### config.mk
export PLATFORM = sky130hd
export DESIGN_NAME = uart_irq_ctrl
export DESIGN_NICKNAME = d
export VERILOG_FILES = /design/src/rtl/uart_irq_pkg.sv /design/src/rtl/uart_irq_raw.sv /design/src/rtl/uart_irq_sticky.sv /design/src/rtl/uart_irq_mask.sv /design/src/rtl/uart_irq_ctrl.sv
export SDC_FILE = /design/constraint.sdc
export NUM_CORES = 1
export LEC_CHECK = 0
export BUFFER_PORTS_ARGS = -buffer_cell sky130_fd_sc_hd__buf_4
export CAP_MARGIN = 10
export CELL_PAD_IN_SITES_DETAIL_PLACEMENT = 1
export CELL_PAD_IN_SITES_GLOBAL_PLACEMENT = 1
export CORE_MARGIN = 5
export CORE_UTILIZATION = 40
export CTS_BUF_LIST = sky130_fd_sc_hd__clkbuf_4 sky130_fd_sc_hd__clkbuf_8
export DETAILED_ROUTE_END_ITERATION = 16
export GPL_TIMING_DRIVEN = 0
export PLACE_DENSITY_LB_ADDON = 0.1
export REMOVE_ABC_BUFFERS = 1
export SLEW_MARGIN = 20
export SYNTH_ARGS = -nofsm -noshare
export SYNTH_HDL_FRONTEND = slang
export SYNTH_SLANG_ARGS = --single-unit
### constraint.sdc
create_clock -name clk_i -period 3 [get_ports clk_i]
set_clock_uncertainty 0.05 [all_clocks]
set_input_delay 0.6 -clock clk_i [delete_from_list [all_inputs] [get_ports clk_i]]
set_output_delay 0.6 -clock clk_i [all_outputs]
set_load 0.05 [all_outputs]
### src/rtl/uart_irq_pkg.sv
package uart_irq_pkg;
  localparam int REG_AW = 5;
  localparam int IRQ_W  = 13;
  localparam int RAW_W  = 14;

  localparam logic [REG_AW-1:0] A_IEN   = 5'd2;
  localparam logic [REG_AW-1:0] A_IDIS  = 5'd3;
  localparam logic [REG_AW-1:0] A_IMASK = 5'd4;
  localparam logic [REG_AW-1:0] A_ISTS  = 5'd5;
  localparam logic [REG_AW-1:0] A_RXTRG = 5'd8;
  localparam logic [REG_AW-1:0] A_RAW   = 5'd11;
  localparam logic [REG_AW-1:0] A_TXTRG = 5'd17;

  localparam int RAW_TXTRG = 13;
  localparam int STK_TXTRG = 10;
  localparam int STK_RXOVR = 5;
  localparam int STK_FRAME = 6;
  localparam int STK_PAR   = 7;
  localparam int STK_TOUT  = 8;
  localparam int STK_MODEM = 9;
  localparam int STK_TXOVR = 12;

  typedef struct packed {
    logic rx_ovr;
    logic tx_ovr;
    logic frame;
    logic parity;
    logic tout;
    logic modem;
  } evt_t;
endpackage

### src/rtl/uart_irq_raw.sv
module uart_irq_raw
  import uart_irq_pkg::*;
#(
  parameter int DEPTH = 64,
  parameter int CNT_W = $clog2(DEPTH) + 1
) (
  input  logic [CNT_W-1:0] rx_cnt_i,
  input  logic [CNT_W-1:0] tx_cnt_i,
  input  logic [CNT_W-1:0] rx_trg_i,
  input  logic [CNT_W-1:0] tx_trg_i,
  output logic [RAW_W-1:0] raw_o
);
  localparam logic [CNT_W-1:0] FULL = CNT_W'(DEPTH);

  always_comb begin
    raw_o            = '0;
    raw_o[0]         = rx_cnt_i >= rx_trg_i;
    raw_o[1]         = rx_cnt_i == '0;
    raw_o[2]         = rx_cnt_i == FULL;
    raw_o[3]         = tx_cnt_i == '0;
    raw_o[4]         = tx_cnt_i == FULL;
    raw_o[RAW_TXTRG] = tx_cnt_i >= tx_trg_i;
  end
endmodule

### src/rtl/uart_irq_sticky.sv
module uart_irq_sticky #(
  parameter int W = 13
) (
  input  logic         clk_i,
  input  logic         rst_ni,
  input  logic [W-1:0] set_i,
  input  logic [W-1:0] clr_i,
  output logic [W-1:0] sts_o
);
  for (genvar b = 0; b < W; b++) begin : g_bit
    always_ff @(posedge clk_i or negedge rst_ni) begin
      if (!rst_ni)        sts_o[b] <= 1'b0;
      else if (set_i[b])  sts_o[b] <= 1'b1;  // set wins over clear
      else if (clr_i[b])  sts_o[b] <= 1'b0;
    end

    AST_SET_WINS: assert property (@(posedge clk_i) disable iff (!rst_ni)
      set_i[b] |=> sts_o[b]);
    AST_STICKY_HOLD: assert property (@(posedge clk_i) disable iff (!rst_ni)
      sts_o[b] && !clr_i[b] |=> sts_o[b]);
  end
endmodule

### src/rtl/uart_irq_mask.sv
module uart_irq_mask #(
  parameter int W = 13
) (
  input  logic         clk_i,
  input  logic         rst_ni,
  input  logic         en_we_i,
  input  logic         dis_we_i,
  input  logic [W-1:0] wdata_i,
  output logic [W-1:0] mask_o
);
  always_ff @(posedge clk_i or negedge rst_ni) begin
    if (!rst_ni)       mask_o <= '0;
    else if (en_we_i)  mask_o <= mask_o | wdata_i;
    else if (dis_we_i) mask_o <= mask_o & ~wdata_i;
  end

  AST_EN_SETS: assert property (@(posedge clk_i) disable iff (!rst_ni)
    en_we_i |=> (mask_o & $past(wdata_i)) == $past(wdata_i));
  AST_DIS_CLEARS: assert property (@(posedge clk_i) disable iff (!rst_ni)
    dis_we_i && !en_we_i |=> (mask_o & $past(wdata_i)) == '0);
endmodule

### src/rtl/uart_irq_ctrl.sv
module uart_irq_ctrl
  import uart_irq_pkg::*;
#(
  parameter int DEPTH    = 64,
  parameter int CNT_W    = $clog2(DEPTH) + 1,
  parameter int TRIG_RST = 32
) (
  input  logic              clk_i,
  input  logic              rst_ni,
  input  logic              wr_i,
  input  logic              rd_i,
  input  logic [REG_AW-1:0] addr_i,
  input  logic [31:0]       wdata_i,
  output logic [31:0]       rdata_o,
  input  logic [CNT_W-1:0]  rx_cnt_i,
  input  logic [CNT_W-1:0]  tx_cnt_i,
  input  logic              rx_ovr_i,
  input  logic              tx_ovr_i,
  input  logic              frame_err_i,
  input  logic              par_err_i,
  input  logic              rx_tout_i,
  input  logic              modem_i,
  output logic              irq_o
);
  logic [CNT_W-1:0] rx_trg_q, tx_trg_q;
  logic [RAW_W-1:0] raw;
  logic [IRQ_W-1:0] set_vec, clr_vec, sts, mask;
  evt_t             evt;

  always_ff @(posedge clk_i or negedge rst_ni) begin
    if (!rst_ni) begin
      rx_trg_q <= CNT_W'(TRIG_RST);
      tx_trg_q <= CNT_W'(TRIG_RST);
    end else if (wr_i) begin
      if (addr_i == A_RXTRG) rx_trg_q <= wdata_i[CNT_W-1:0];
      if (addr_i == A_TXTRG) tx_trg_q <= wdata_i[CNT_W-1:0];
    end
  end

  uart_irq_raw #(.DEPTH(DEPTH), .CNT_W(CNT_W)) i_raw (
    .rx_cnt_i (rx_cnt_i),
    .tx_cnt_i (tx_cnt_i),
    .rx_trg_i (rx_trg_q),
    .tx_trg_i (tx_trg_q),
    .raw_o    (raw)
  );

  assign evt = '{rx_ovr: rx_ovr_i, tx_ovr: tx_ovr_i, frame: frame_err_i,
                 parity: par_err_i, tout: rx_tout_i, modem: modem_i};

  always_comb begin
    set_vec            = '0;
    set_vec[4:0]       = raw[4:0];
    set_vec[STK_TXTRG] = raw[RAW_TXTRG];
    set_vec[STK_RXOVR] = evt.rx_ovr;
    set_vec[STK_FRAME] = evt.frame;
    set_vec[STK_PAR]   = evt.parity;
    set_vec[STK_TOUT]  = evt.tout;
    set_vec[STK_MODEM] = evt.modem;
    set_vec[STK_TXOVR] = evt.tx_ovr;
  end

  assign clr_vec = (wr_i && addr_i == A_ISTS) ? wdata_i[IRQ_W-1:0] : '0;

  uart_irq_sticky #(.W(IRQ_W)) i_sticky (
    .clk_i  (clk_i),
    .rst_ni (rst_ni),
    .set_i  (set_vec),
    .clr_i  (clr_vec),
    .sts_o  (sts)
  );

  uart_irq_mask #(.W(IRQ_W)) i_mask (
    .clk_i    (clk_i),
    .rst_ni   (rst_ni),
    .en_we_i  (wr_i && addr_i == A_IEN),
    .dis_we_i (wr_i && addr_i == A_IDIS),
    .wdata_i  (wdata_i[IRQ_W-1:0]),
    .mask_o   (mask)
  );

  assign irq_o = |(mask & sts);

  always_comb begin
    rdata_o = '0;
    if (rd_i) begin
      unique case (addr_i)
        A_IMASK: rdata_o = 32'(mask);
        A_ISTS:  rdata_o = 32'(sts);
        A_RXTRG: rdata_o = 32'(rx_trg_q);
        A_TXTRG: rdata_o = 32'(tx_trg_q);
        A_RAW:   rdata_o = 32'(raw);
        default: rdata_o = '0;
      endcase
    end
  end

  AST_MASK_RO: assert property (@(posedge clk_i) disable iff (!rst_ni)
    wr_i && addr_i == A_IMASK |=> $stable(mask));
  AST_IRQ_NEEDS_MASK: assert property (@(posedge clk_i) disable iff (!rst_ni)
    mask == '0 |-> !irq_o);
  AST_NO_STK11: assert property (@(posedge clk_i) disable iff (!rst_ni)
    !sts[11]);
endmodule

; ---- Yosys cells after proc, flatten, opt, wreduce, memory -nomap -nowiden
; Index checks and enable logic that the tools add are counted.
[totals]
reg_bits = 39
latch_bits = 0
mem_bits_rw = 0
mem_bits_ro = 0
out_inout_bits = 33
word_cells = 80
memories = 0
[op_classes]
add_sub_neg = 0
mul = 0
div_mod_pow = 0
magnitude_cmp = 2
eq_ne = 9
shifts = 0
muxes = 29
n_bitwise = 4
reduce_logical = 21
[ops]
columns = op, count
row1 = $pmux 14 s5, 1
row2 = $mux 13, 3
row3 = $and 13x13->13, 2
row4 = $reduce_bool 2->1, 13
row5 = $mux 1, 24
row6 = $eq 7x7->1 const B, 2
row7 = $ge 7x7->1, 2
row8 = $logic_not 7->1, 2
row9 = $mux 14, 1
row10 = $not 13->13, 1
row11 = $or 13x13->13, 1
row12 = $reduce_or 13->1, 1
row13 = $eq 5x2->1 const B, 2
row14 = $eq 5x3->1 const B, 2
row15 = $eq 5x4->1 const B, 2
row16 = $eq 5x5->1 const B, 1
row17 = $reduce_and 2->1, 2
row18 = $logic_and 1x1->1, 3

; ---- Logic depth before layout (Yosys ltp)
; Gate-level depths: netlist of run 1.
[depth]
depth_word = 5
ltp_mapped = 7
ltp_nobuf = 7

; ---- Modules after synthesis
; Synthesis of run 1 repeated with hierarchy kept, for this count alone.
[unflattened]
hier_cells = 286
hier_area_um2 = 2792.7
[by_module_without_submodules]
columns = module, instances, cells_per_inst, area_each_um2, seq_area_each_um2
row1 = uart_irq_ctrl, 1, 142, 1341.3, 352.8
row2 = uart_irq_mask, 1, 41, 504.2, 325.3
row3 = uart_irq_raw, 1, 64, 475.5, 0.0
row4 = uart_irq_sticky, 1, 39, 471.7, 325.3

; ---- Worst setup path before layout of run 1
; Ideal clock, no wire load.
[synth_timing]
kind = input-to-output
from = input port addr_i[1]
to = output port rdata_o[0]
t_arrival_ns = 2.376
t_required_ns = 2.350
setup_slack_ns = -0.026
stages = 5
path_buffers = 1
cell_sequence = buf_2 > nand2b_4 > nor4b_4 > a22oi_1 > a31oi_1
[synth_via]
elab_chain_len = 3
word_cells_on_any_way = 7
[synth_lines]
columns = element, line_no
row1 = start: declaration, uart_irq_ctrl.sv:12  ; input logic [REG_AW-1:0] addr_i,
row2 = $eq 5x4->1 (tied with other cells), uart_irq_ctrl.sv:87  ; unique case (addr_i)
row3 = $pmux 14 s5 (*), uart_irq_ctrl.sv:87
row4 = $mux 14 (*), uart_irq_ctrl.sv:86  ; if (rd_i) begin
row5 = end: declaration, uart_irq_ctrl.sv:14  ; output logic [31:0] rdata_o,
; Mark *: on every way between the ends. The rest lies on a longest branch, timed or not.

; ---- Final worst setup path of run 1
[layout_timing]
from = input port addr_i[2]
to = output port rdata_o[0]
; Same word-level chain as after synthesis.

==> flow_metrics.env, run 1 <==
export IMPL_status="completed"
export IMPL_drt_initial_drc_count=58
export IMPL_tightest_slew_ns=0.630
export IMPL_avgSynthCellArea_um2=9.47
export IMPL_hold_buffers=0
export IMPL_io_buffers=56
export IMPL_relSlewSlack_pct=57.8
export IMPL_cts_tree="built"
export IMPL_clock_sinks=39
export IMPL_synth_seq_area_share_pct=39.1
export IMPL_pre_cts_ws_ns=0.00367
export IMPL_clk_pin_slew_ns=0.08
export IMPL_layout_min_cycle_time_ns=2.91
export IMPL_route_detailed_drc=0
export IMPL_power_density_mw_per_mm2=522
export IMPL_dieArea_mm2=0.00793
export IMPL_ios=94
export IMPL_die_x_um=89.1
export IMPL_cp_max_fo=13
export IMPL_seqPwrFrac_pct=42.9
export IMPL_r2r_start="tx_trg_q[0]$_DFFE_PN0P_"
export IMPL_core_mm2=0.00599
export IMPL_drive_above_1_share_pct=29.2
export IMPL_overflow=0
export IMPL_via_per_inst=5.52
export IMPL_ir_worst_vdd_v=0.000247
export IMPL_maxCapViolCount=0
export IMPL_setup_viol=0
export IMPL_grt_pass1_wl_um=12100
export IMPL_syn2layout_area_growth_pct=23.4
export IMPL_gp_congestion=0.803
export IMPL_arrival_ns=2.26
export IMPL_async_flop_share_pct=100
export IMPL_synth_edff_count=0
export IMPL_maxSlewViolCount=0
export IMPL_critPathCaptureType="primary output"
export IMPL_vias=2209
export IMPL_comb_power_share_pct=23.8
export IMPL_syn_inst=264
export IMPL_track_usage_pct=20.3
export IMPL_crit_required_ns=2.35
export IMPL_detail_route_wl_per_cell_um=19.2
export IMPL_ys_ff_latch=39
export IMPL_hold_path_class="in -> async"
export IMPL_syn_area_mm2=0.00250
export IMPL_crit_path_start="addr_i[2]"
export IMPL_path_class="in -> out"
export IMPL_p_total_mw=1.61
export IMPL_ys_types=40
export IMPL_switching_power_uw=495
export IMPL_cp_start_kind="input pin"
export IMPL_place_area_mm2=0.00291
export IMPL_p_sw_share_pct=30.7
export IMPL_drtAntennaViolNets=0
export IMPL_antenna_found_initial=0
export IMPL_antennaDiodeCount=0
export IMPL_ys_warn_count=0
export IMPL_clk_path_buf_depth=2
export IMPL_insertion_delay_ns=0.29
export IMPL_fin_nets=399
export IMPL_whs_ns=0.218
export IMPL_initial_core_util_pct=41.8
export IMPL_period_share_pct=97.1
export IMPL_synth_flop_cell="dfrtp_1"
export IMPL_final_area_mm2=0.00309
export IMPL_clkPwrFrac_pct=33.3
export IMPL_dr_pass1_iters=4
export IMPL_timing_final_ws_setup_ns=0.0868
export IMPL_rsz0062_at_grt="false"
export IMPL_cts_root_buf="clkbuf_8"
export IMPL_fmax_ghz=0.343
export IMPL_grt_max_degree=40
export IMPL_die_h_um=89.1
export IMPL_h_tree_depth=2
export IMPL_tns_ns=0
export IMPL_finalHoldViolCount=0
export IMPL_numCtsBuffers=5
export IMPL_leakage_nw=1.37
export IMPL_drt_total_wl_um=7690
export IMPL_hpwl_um=5630
export IMPL_grt_pass1_vias=2410
export IMPL_p_int_mw=1.12
export IMPL_core_rowCount=28
Yosys cell counts, types with 2 or more instances:
| cell type | number | share of area, % |
|---|---|---|
| o2bb2ai_1 | 2 | 0.70 |
| a21oi_1 | 6 | 1.2 |
| a21o_1 | 10 | 3.0 |
| nand4_1 | 2 | 0.50 |
| nand2b_1 | 3 | 0.75 |
| dfrtp_1 | 37 | 37 |
| mux2_2 | 14 | 6.3 |
| nand3_1 | 8 | 1.6 |
| or3_1 | 3 | 0.75 |
| nand2_1 | 41 | 6.2 |
| dfstp_2 | 2 | 2.1 |
| o21ai_0 | 16 | 3.2 |
| a221oi_1 | 3 | 1.1 |
| a22o_1 | 5 | 1.8 |
| ha_1 | 14 | 7.0 |
| buf_4 | 19 | 5.7 |
| inv_1 | 14 | 2.1 |
| nor2_1 | 9 | 1.4 |
| and3_1 | 6 | 1.5 |
| a22oi_1 | 19 | 5.7 |
| buf_2 | 3 | 0.60 |
| buf_6 | 2 | 0.90 |
| nor2b_1 | 4 | 1.0 |
| a31oi_1 | 6 | 1.5 |
layer usage:
metal / up-vias / global-route usage [%] / share of wire [%]
met4: 0 / 6.77 / 3.1
li1: 1034 / - / -
met5: - / 0 / 0
met2: 80 / 35.0 / 48
met3: 21 / 4.06 / 6.1
met1: 1074 / 25.4 / 42
layout by cell type, fill, tap and decap left out, types with 3 or more instances in the layout:
cell type  count
a21oi_1        6
or3_1          3
conb_1        18
mux2_2        14
and3_1         6
a31oi_1        6
nor2b_1        4
nand3_1        8
inv_1         14
a221oi_1       3
nand2b_1       3
a21o_1        10
a22o_1         5
nand2_1       41
buf_4         58
dfrtp_1       37
clkbuf_8       5
a22oi_1       19
o21ai_0       15
ha_1          14
nor2_1         9
final cells by class:
class	instances	area, um^2
clock buffers	6	76.3
clock inverters	2	60.1
fillers	728	2900
inverters	14	52.6
multi-input cells	203	1360
flip-flops and latches	39	978
well taps	75	93.8
repair buffers	61	465
per-stage QoR:
stage | cells | util [%]
after global routing | 400 | 51.5
after CTS | 400 | 51.5
final | 400 | 51.5
after floorplan | 256 | -
after global placement | 387 | 48.3
after detailed placement | 389 | 48.6
logic make-up (layout without fill, tap and decap cells):
kind of cell	Yosys count	count (layout)	share of synthesized area, %
other	1	18	0.150
flip-flops	39	39	39.1
adder cells (fa/ha/maj)	14	14	7.00
buffers and inverters	39	83	9.45
AND/OR/NAND/NOR	87	87	19.0
multiplexers	14	14	6.30
AO/OA/AOI/OAI	70	70	19.0
worst paths after layout:
check                                                 endpoint  slack (ns)  depth (start not counted)
worst min-delay path                   rx_trg_q[4]$_DFFE_PN0P_        0.22                          1
min in group clk_i               i_sticky.sts_o[9]$_DFFE_PN0P_        0.42                          2
max in group asynchronous              tx_trg_q[5]$_DFFE_PN1P_        2.30                          1
worst min register to register                       flip-flop        0.43                          2
worst max-delay path                                rdata_o[0]        0.09                          6
worst max register to register  i_sticky.sts_o[10]$_DFFE_PN0P_        1.19                          6
critical path: stages:
cell and delay (ns):
buf_4 0.15, or3b_4 0.43, nor2_4 0.38, a22oi_1 0.17, a31oi_1 0.28, buf_4 0.24
power groups by stage:
stage	registers, mW	logic (mW)	clock network, mW
finish	0.690	0.383	0.537
global route	0.700	0.428	0.570
CTS	0.688	0.387	0.546
detailed placement	0.698	0.383	0
global placement	0.695	0.365	0
floorplan	0.665	0.251	0
what timing repair did:
action | CTS | global route
pin swaps | 1 | 0
setup buffers | 3 | 0
endpoints found under the setup margin | 2 | 3
resized for setup | 0 | 2
Power figures use the tool's default switching activity.
==> run 2, diff against run 1 <==
--- a/config.mk
+++ b/config.mk
@@ -7,14 +7,12 @@
 export LEC_CHECK = 0
 export BUFFER_PORTS_ARGS = -buffer_cell sky130_fd_sc_hd__buf_4
 export CAP_MARGIN = 10
-export CELL_PAD_IN_SITES_DETAIL_PLACEMENT = 1
-export CELL_PAD_IN_SITES_GLOBAL_PLACEMENT = 1
 export CORE_MARGIN = 5
-export CORE_UTILIZATION = 40
+export CORE_UTILIZATION = 45
 export CTS_BUF_LIST = sky130_fd_sc_hd__clkbuf_4 sky130_fd_sc_hd__clkbuf_8
 export DETAILED_ROUTE_END_ITERATION = 16
 export GPL_TIMING_DRIVEN = 0
-export PLACE_DENSITY_LB_ADDON = 0.1
+export PLACE_DENSITY = 0.74
 export REMOVE_ABC_BUFFERS = 1
 export SLEW_MARGIN = 20
 export SYNTH_ARGS = -nofsm -noshare
==> run 2 against run 1 <==
Effect of this change:
- register-to-register slack improved by 0.08 ns
- fmax increased by 1.4%
- global-route usage decreased by 1.3 points
- count of clock-buffer cells in the layout increased by 1
- critical endpoint unchanged
- largest cell class unchanged
==> flow_metrics.env, run 2 (synthesis results as in run 1) <==
export IMPL_layout_min_cycle_time_ns=2.87
export IMPL_ir_worst_vdd_v=0.000294
export IMPL_reg2reg_slack_ns=1.27
export IMPL_tns_ns=0
export IMPL_final_cell_mix="buf_4, nand2_1, dfrtp_1"
export IMPL_clock_sinks=39
export IMPL_path_class="in -> out"
export IMPL_initial_core_util_pct=46.0
export IMPL_hold_buffers=0
export IMPL_ios=94
export IMPL_core_mm2=0.00544
export IMPL_crit_path_start="addr_i[0]"
export IMPL_period_share_pct=95.8
export IMPL_pre_cts_ws_ns=0.00147
export IMPL_die_x_um=84.6
export IMPL_clk_path_buf_depth=2
export IMPL_tightest_slew_ns=0.793
export IMPL_fmax_ghz=0.348
export IMPL_overflow=0
export IMPL_p_sw_share_pct=32.6
export IMPL_numCtsBuffers=5
export IMPL_grt_pass1_vias=2242
export IMPL_h_tree_depth=2
export IMPL_fin_nets=398
export IMPL_vias=2190
export IMPL_drt_initial_drc_count=99
export IMPL_track_usage_pct=18.9
export IMPL_finalHoldViolCount=0
export IMPL_place_inst=385
export IMPL_reg2regPathDepth=6
export IMPL_cts_root_buf="clkbuf_8"
export IMPL_drive_above_1_share_pct=28.5
export IMPL_comb_power_share_pct=26.7
export IMPL_via_per_inst=5.54
export IMPL_crit_required_ns=2.35
export IMPL_antennaDiodeCount=0
export IMPL_cp_max_fo=20
export IMPL_timing_final_ws_setup_ns=0.127
export IMPL_drt_total_wl_um=6640
export IMPL_syn2layout_area_growth_pct=20.8
export IMPL_clkPwrFrac_pct=25.0
export IMPL_hpwl_um=5060
export IMPL_cp_start_kind="input pin"
export IMPL_r2r_start="tx_trg_q[0]$_DFFE_PN0P_"
export IMPL_timing_rr_end="i_sticky.sts_o[10]$_DFFE_PN0P_"
export IMPL_setup_viol=0
export IMPL_die_h_um=84.6
export IMPL_insertion_delay_ns=0.29
export IMPL_critPathCaptureType="primary output"
export IMPL_clk_pin_slew_ns=0.07
export IMPL_relSlewSlack_pct=46.7
export IMPL_dieArea_mm2=0.00715
export IMPL_antenna_found_initial=0
export IMPL_p_int_uw=952
export IMPL_grt_pass1_wl_um=10900
export IMPL_ctsResizeCount=0
export IMPL_route_detailed_drc=0
export IMPL_switching_power_uw=461
export IMPL_gp_congestion=0.868
export IMPL_hold_path_class="in -> async"
export IMPL_io_buffers=56
export IMPL_seqPwrFrac_pct=48.4
export IMPL_status="completed"
export IMPL_leakage_nw=1.35
export IMPL_arrival_ns=2.22
export IMPL_grt_max_degree=40
export IMPL_post_cts_setup_buffer_count=0
export IMPL_power_density_mw_per_mm2=468
export IMPL_rsz0062_at_grt="false"
export IMPL_maxSlewViolCount=0
export IMPL_core_rowCount=27
export IMPL_dr_pass1_iters=4
export IMPL_maxCapViolCount=0
export IMPL_final_common_cell="buf_4"
export IMPL_cts_tree="built"
export IMPL_drtAntennaViolNets=0
export IMPL_detail_route_wl_per_cell_um=16.8
export IMPL_final_cells=395
[run 2: cell types whose count changed in the layout (fill, tap and decap cells not counted)]
cell,change
bufinv_16,-2
buf_2,-1
clkbuf_4,+1
o21ai_0,+1
o21ai_2,-1
[run 2: final cells by class]
class                           count  area (um^2)
Fill cell                         497         2420
Multi-Input combinational cell    203         1360
Sequential cell                    39          978
Timing Repair Buffer               60          460
Tap cell                           72         90.1
Clock buffer                        7         83.8
Inverter                           14         52.6
[run 2: stage by stage]
step / utilization (%) / power, mW / hold WS (ns) / area (um^2)
after floorplan: - / 0.915 / 0.254 / 2380
after global placement: 53.2 / 1.05 / 0.405 / 2890
after detailed placement: 53.4 / 1.07 / 0.422 / 2900
after CTS: 54.9 / 1.41 / 0.242 / 2990
after global routing: 55.6 / 1.50 / 0.260 / 3020
final: 55.6 / 1.41 / 0.224 / 3020
[run 2: power by group through the flow]
stage          sequential [mW]  combinational, mW  clock, mW
2_1_floorplan            0.665              0.251          0
3_5_place_dp             0.692              0.375          0
5_1_grt                  0.694              0.419      0.383
3_3_place_gp             0.688              0.361          0
6_report                 0.683              0.377      0.353
4_1_cts                  0.682              0.376      0.356
[run 2: per-layer routing]
metal	global-route usage, %	vias to the layer above	part of all wire (%)
met3	4.61	9	8.2
met5	0	-	0
met1	23.7	1052	40
met2	32.2	101	50
li1	-	1028	-
met4	5.61	0	1.6
[run 2: worst max-delay path by stage]
stage | to | slack, ns | depth (start not counted)
2_1_floorplan | rdata_o[1] | -0.04 | 4
3_3_place_gp | flip-flop | -0.20 | 5
3_5_place_dp | rdata_o[3] | 0.001 | 6
4_1_cts | rdata_o[1] | 0.04 | 6
5_1_grt | rdata_o[0] | 0.02 | 8
6_report | rdata_o[0] | 0.13 | 6
[run 2: worst max-delay path, stage by stage]
cell and delay (ns):
buf_4 0.24, nand2b_4 0.10, nor4b_4 0.62, a22oi_1 0.14, a31oi_1 0.27, buf_4 0.24
==> run 3, diff against run 2 <==
--- a/config.mk
+++ b/config.mk
@@ -5,6 +5,7 @@
 export SDC_FILE = /design/constraint.sdc
 export NUM_CORES = 1
 export LEC_CHECK = 0
+export ABC_AREA = 1
 export BUFFER_PORTS_ARGS = -buffer_cell sky130_fd_sc_hd__buf_4
 export CAP_MARGIN = 10
 export CORE_MARGIN = 5
@@ -12,7 +13,7 @@
 export CTS_BUF_LIST = sky130_fd_sc_hd__clkbuf_4 sky130_fd_sc_hd__clkbuf_8
 export DETAILED_ROUTE_END_ITERATION = 16
 export GPL_TIMING_DRIVEN = 0
-export PLACE_DENSITY = 0.74
+export PLACE_DENSITY = 0.73
 export REMOVE_ABC_BUFFERS = 1
 export SLEW_MARGIN = 20
 export SYNTH_ARGS = -nofsm -noshare
==> run 3 against run 2 <==
Effect of this change:
- sequential share of layout area is 1.1 points lower
- worst setup slack better by 0.18 ns
- non-clock buffer count shrank 4
- via count grew 12%
- critical endpoint is now rdata_o[3]
- largest cell class unchanged
- largest power group unchanged
==> flow_metrics.env, run 3 <==
export IMPL_status="completed"
export IMPL_final_common_cell="nand2_1"
export IMPL_critPathCaptureType="primary output"
export IMPL_crit_required_ns=2.35
export IMPL_leakage_nw=1.59
export IMPL_core_rowCount=28
export IMPL_crit_path_start="addr_i[3]"
export IMPL_tightest_slew_ns=0.573
export IMPL_setup_viol=0
export IMPL_cts_root_buf="clkbuf_8"
export IMPL_top_layer="met4"
export IMPL_drive_above_1_share_pct=21.2
export IMPL_ir_worst_vdd_v=0.000280
export IMPL_dr_pass1_iters=4
export IMPL_overflow=0
export IMPL_drtAntennaViolNets=0
export IMPL_r2r_start="tx_trg_q[5]$_DFFE_PN1P_"
export IMPL_hpwl_um=5120
export IMPL_period_share_pct=89.9
export IMPL_maxSlewViolCount=0
export IMPL_ys_ff_latch=39
export IMPL_synth_flop_cell="dfrtp_1"
export IMPL_track_usage_pct=18.5
export IMPL_yosys_area_top_type_share_pct=34.8
export IMPL_synth_edff_count=0
export IMPL_tns_ns=0
export IMPL_async_flop_share_pct=100
export IMPL_syn_inst=365
export IMPL_power_density_mw_per_mm2=464
export IMPL_die_x_um=86.9
export IMPL_route_detailed_drc=0
export IMPL_reg2reg_slack_ns=1.52
export IMPL_io_buffers=56
export IMPL_drt_initial_drc_count=150
export IMPL_h_tree_depth=2
export IMPL_final_cells=495
export IMPL_place_inst=487
export IMPL_clock_sinks=39
export IMPL_grt_max_degree=40
export IMPL_netlist_top_cells_area="dfrtp_1, nand2_1, inv_1, ha_1, o21ai_1"
export IMPL_crit_buf_inv=3
export IMPL_initial_core_util_pct=45.7
export IMPL_slowest_delay_ns=0.47
export IMPL_ios=94
export IMPL_syn2layout_area_growth_pct=17.6
export IMPL_pre_cts_ws_ns=0.300
export IMPL_via_per_inst=4.97
export IMPL_p_total_mw=1.45
export IMPL_cp_max_fo=12
export IMPL_place_area_mm2=0.00304
export IMPL_relSlewSlack_pct=61.7
export IMPL_grt_pass1_wl_um=10900
export IMPL_ys_warn_count=0
export IMPL_ys_types=28
export IMPL_timing_final_ws_setup_ns=0.304
export IMPL_grt_pass1_vias=2374
export IMPL_clk_path_buf_depth=2
export IMPL_seq_area_um2=978
export IMPL_wl_met1_um=2950
export IMPL_multi_input_area_mm2=0.00135
export IMPL_critPathSlowestCell="nor2_2"
export IMPL_maxCapViolCount=0
export IMPL_dieArea_mm2=0.00754
export IMPL_finalHoldViolCount=0
export IMPL_worstSetupPathDepth=9
export IMPL_clk_pin_slew_ns=0.08
export IMPL_hold_buffers=0
export IMPL_syn_area_mm2=0.00266
export IMPL_cp_top_family="simple AND/OR/NAND/NOR gates"
export IMPL_core_mm2=0.00582
export IMPL_whs_ns=0.217
export IMPL_arrival_ns=2.05
export IMPL_layout_min_cycle_time_ns=2.70
export IMPL_utilization_pct=53.7
export IMPL_ctsResizeCount=0
export IMPL_die_h_um=86.9
export IMPL_avgSynthCellArea_um2=7.28
export IMPL_fillers=571
export IMPL_path_class="in -> out"
export IMPL_synth_seq_area_share_pct=36.8
export IMPL_synth_most_common_cell="nand2_1"
export IMPL_detail_route_wl_per_cell_um=13.5
export IMPL_synth_top_cell_by_area="dfrtp_1"
export IMPL_cp_start_kind="input pin"
export IMPL_fmax_ghz=0.371
export IMPL_drt_total_wl_um=6670
export IMPL_antennaDiodeCount=0
export IMPL_worstPathCellList="buf_4 > inv_1 > nand3_2 > nor2_2 > nand2_1 > nand3_1 > nor2_1 > nor2_1 > buf_4"
export IMPL_cts_tree="built"
export IMPL_vias=2461
export IMPL_route_met3_wl_um=415
export IMPL_final_area_mm2=0.00312
export IMPL_rsz0062_at_grt="false"
export IMPL_numCtsBuffers=5
export IMPL_gp_congestion=0.864
export IMPL_synth_common_cells="nand2_1, inv_1, dfrtp_1"
export IMPL_hold_path_class="in -> async"
export IMPL_reg2regPathDepth=7
export IMPL_insertion_delay_ns=0.30
export IMPL_antenna_found_initial=0
export IMPL_post_cts_setup_buffer_count=0
export IMPL_final_cell_mix="nand2_1, buf_4, inv_1"
export IMPL_wl_met2_um=3150
export IMPL_fin_nets=494
-- run 3: cell count changes in the layout (fill, tap and decap cells not counted), moves of 6 or more --
cell / change
nand2_1: +55
inv_1: +34
a31oi_1: -6
a21o_1: -10
and3_1: -6
nand3_1: +8
o21ai_2: +7
o21ai_1: +32
nor2_1: +18
mux2_2: -14
a22oi_1: -19
-- run 3: metal layers --
metal	up-vias	global-route usage [%]
met5	-	0
met4	0	7.79
met3	14	2.55
met2	72	30.5
met1	1131	24.4
li1	1244	-
-- run 3: kinds of logic (layout without fill, tap and decap cells) --
logic type | count (synthesis) | after routing | share of synthesized area, %
fa+ha+maj | 14 | 14 | 6.59
buf+inv | 77 | 115 | 14.7
simple gates | 160 | 160 | 26.3
flops | 39 | 39 | 36.8
compound gates | 74 | 74 | 15.4
other cells | 1 | 18 | 0.141
-- run 3: cell type report --
cell class | instances | share of cell area (%)
Multi-Input combinational cell | 266 | 43.3
Tap cell | 75 | 3.00
Clock buffer | 6 | 2.44
Sequential cell | 39 | 31.3
Timing Repair Buffer | 56 | 13.5
Clock inverter | 2 | 0.400
Inverter | 51 | 6.13
-- run 3: final timing paths --
kind / endpoint
setup / recovery: rdata_o[3]
setup reg to reg: i_sticky.sts_o[10]$_DFFE_PN0P_
min in group clk_i: i_sticky.sts_o[7]$_DFFE_PN0P_
hold reg to reg: tx_trg_q[5]$_DFFE_PN1P_
hold / removal: i_sticky.sts_o[12]$_DFFE_PN0P_
max in group asynchronous: rx_trg_q[5]$_DFFE_PN1P_
-- run 3: where the power goes --
part | switching (mW) | leakage [nW] | internal (mW)
Sequential | 0.0629 | 0.467 | 0.608
Combinational | 0.260 | 1.08 | 0.153
Clock | 0.195 | 0.0446 | 0.172
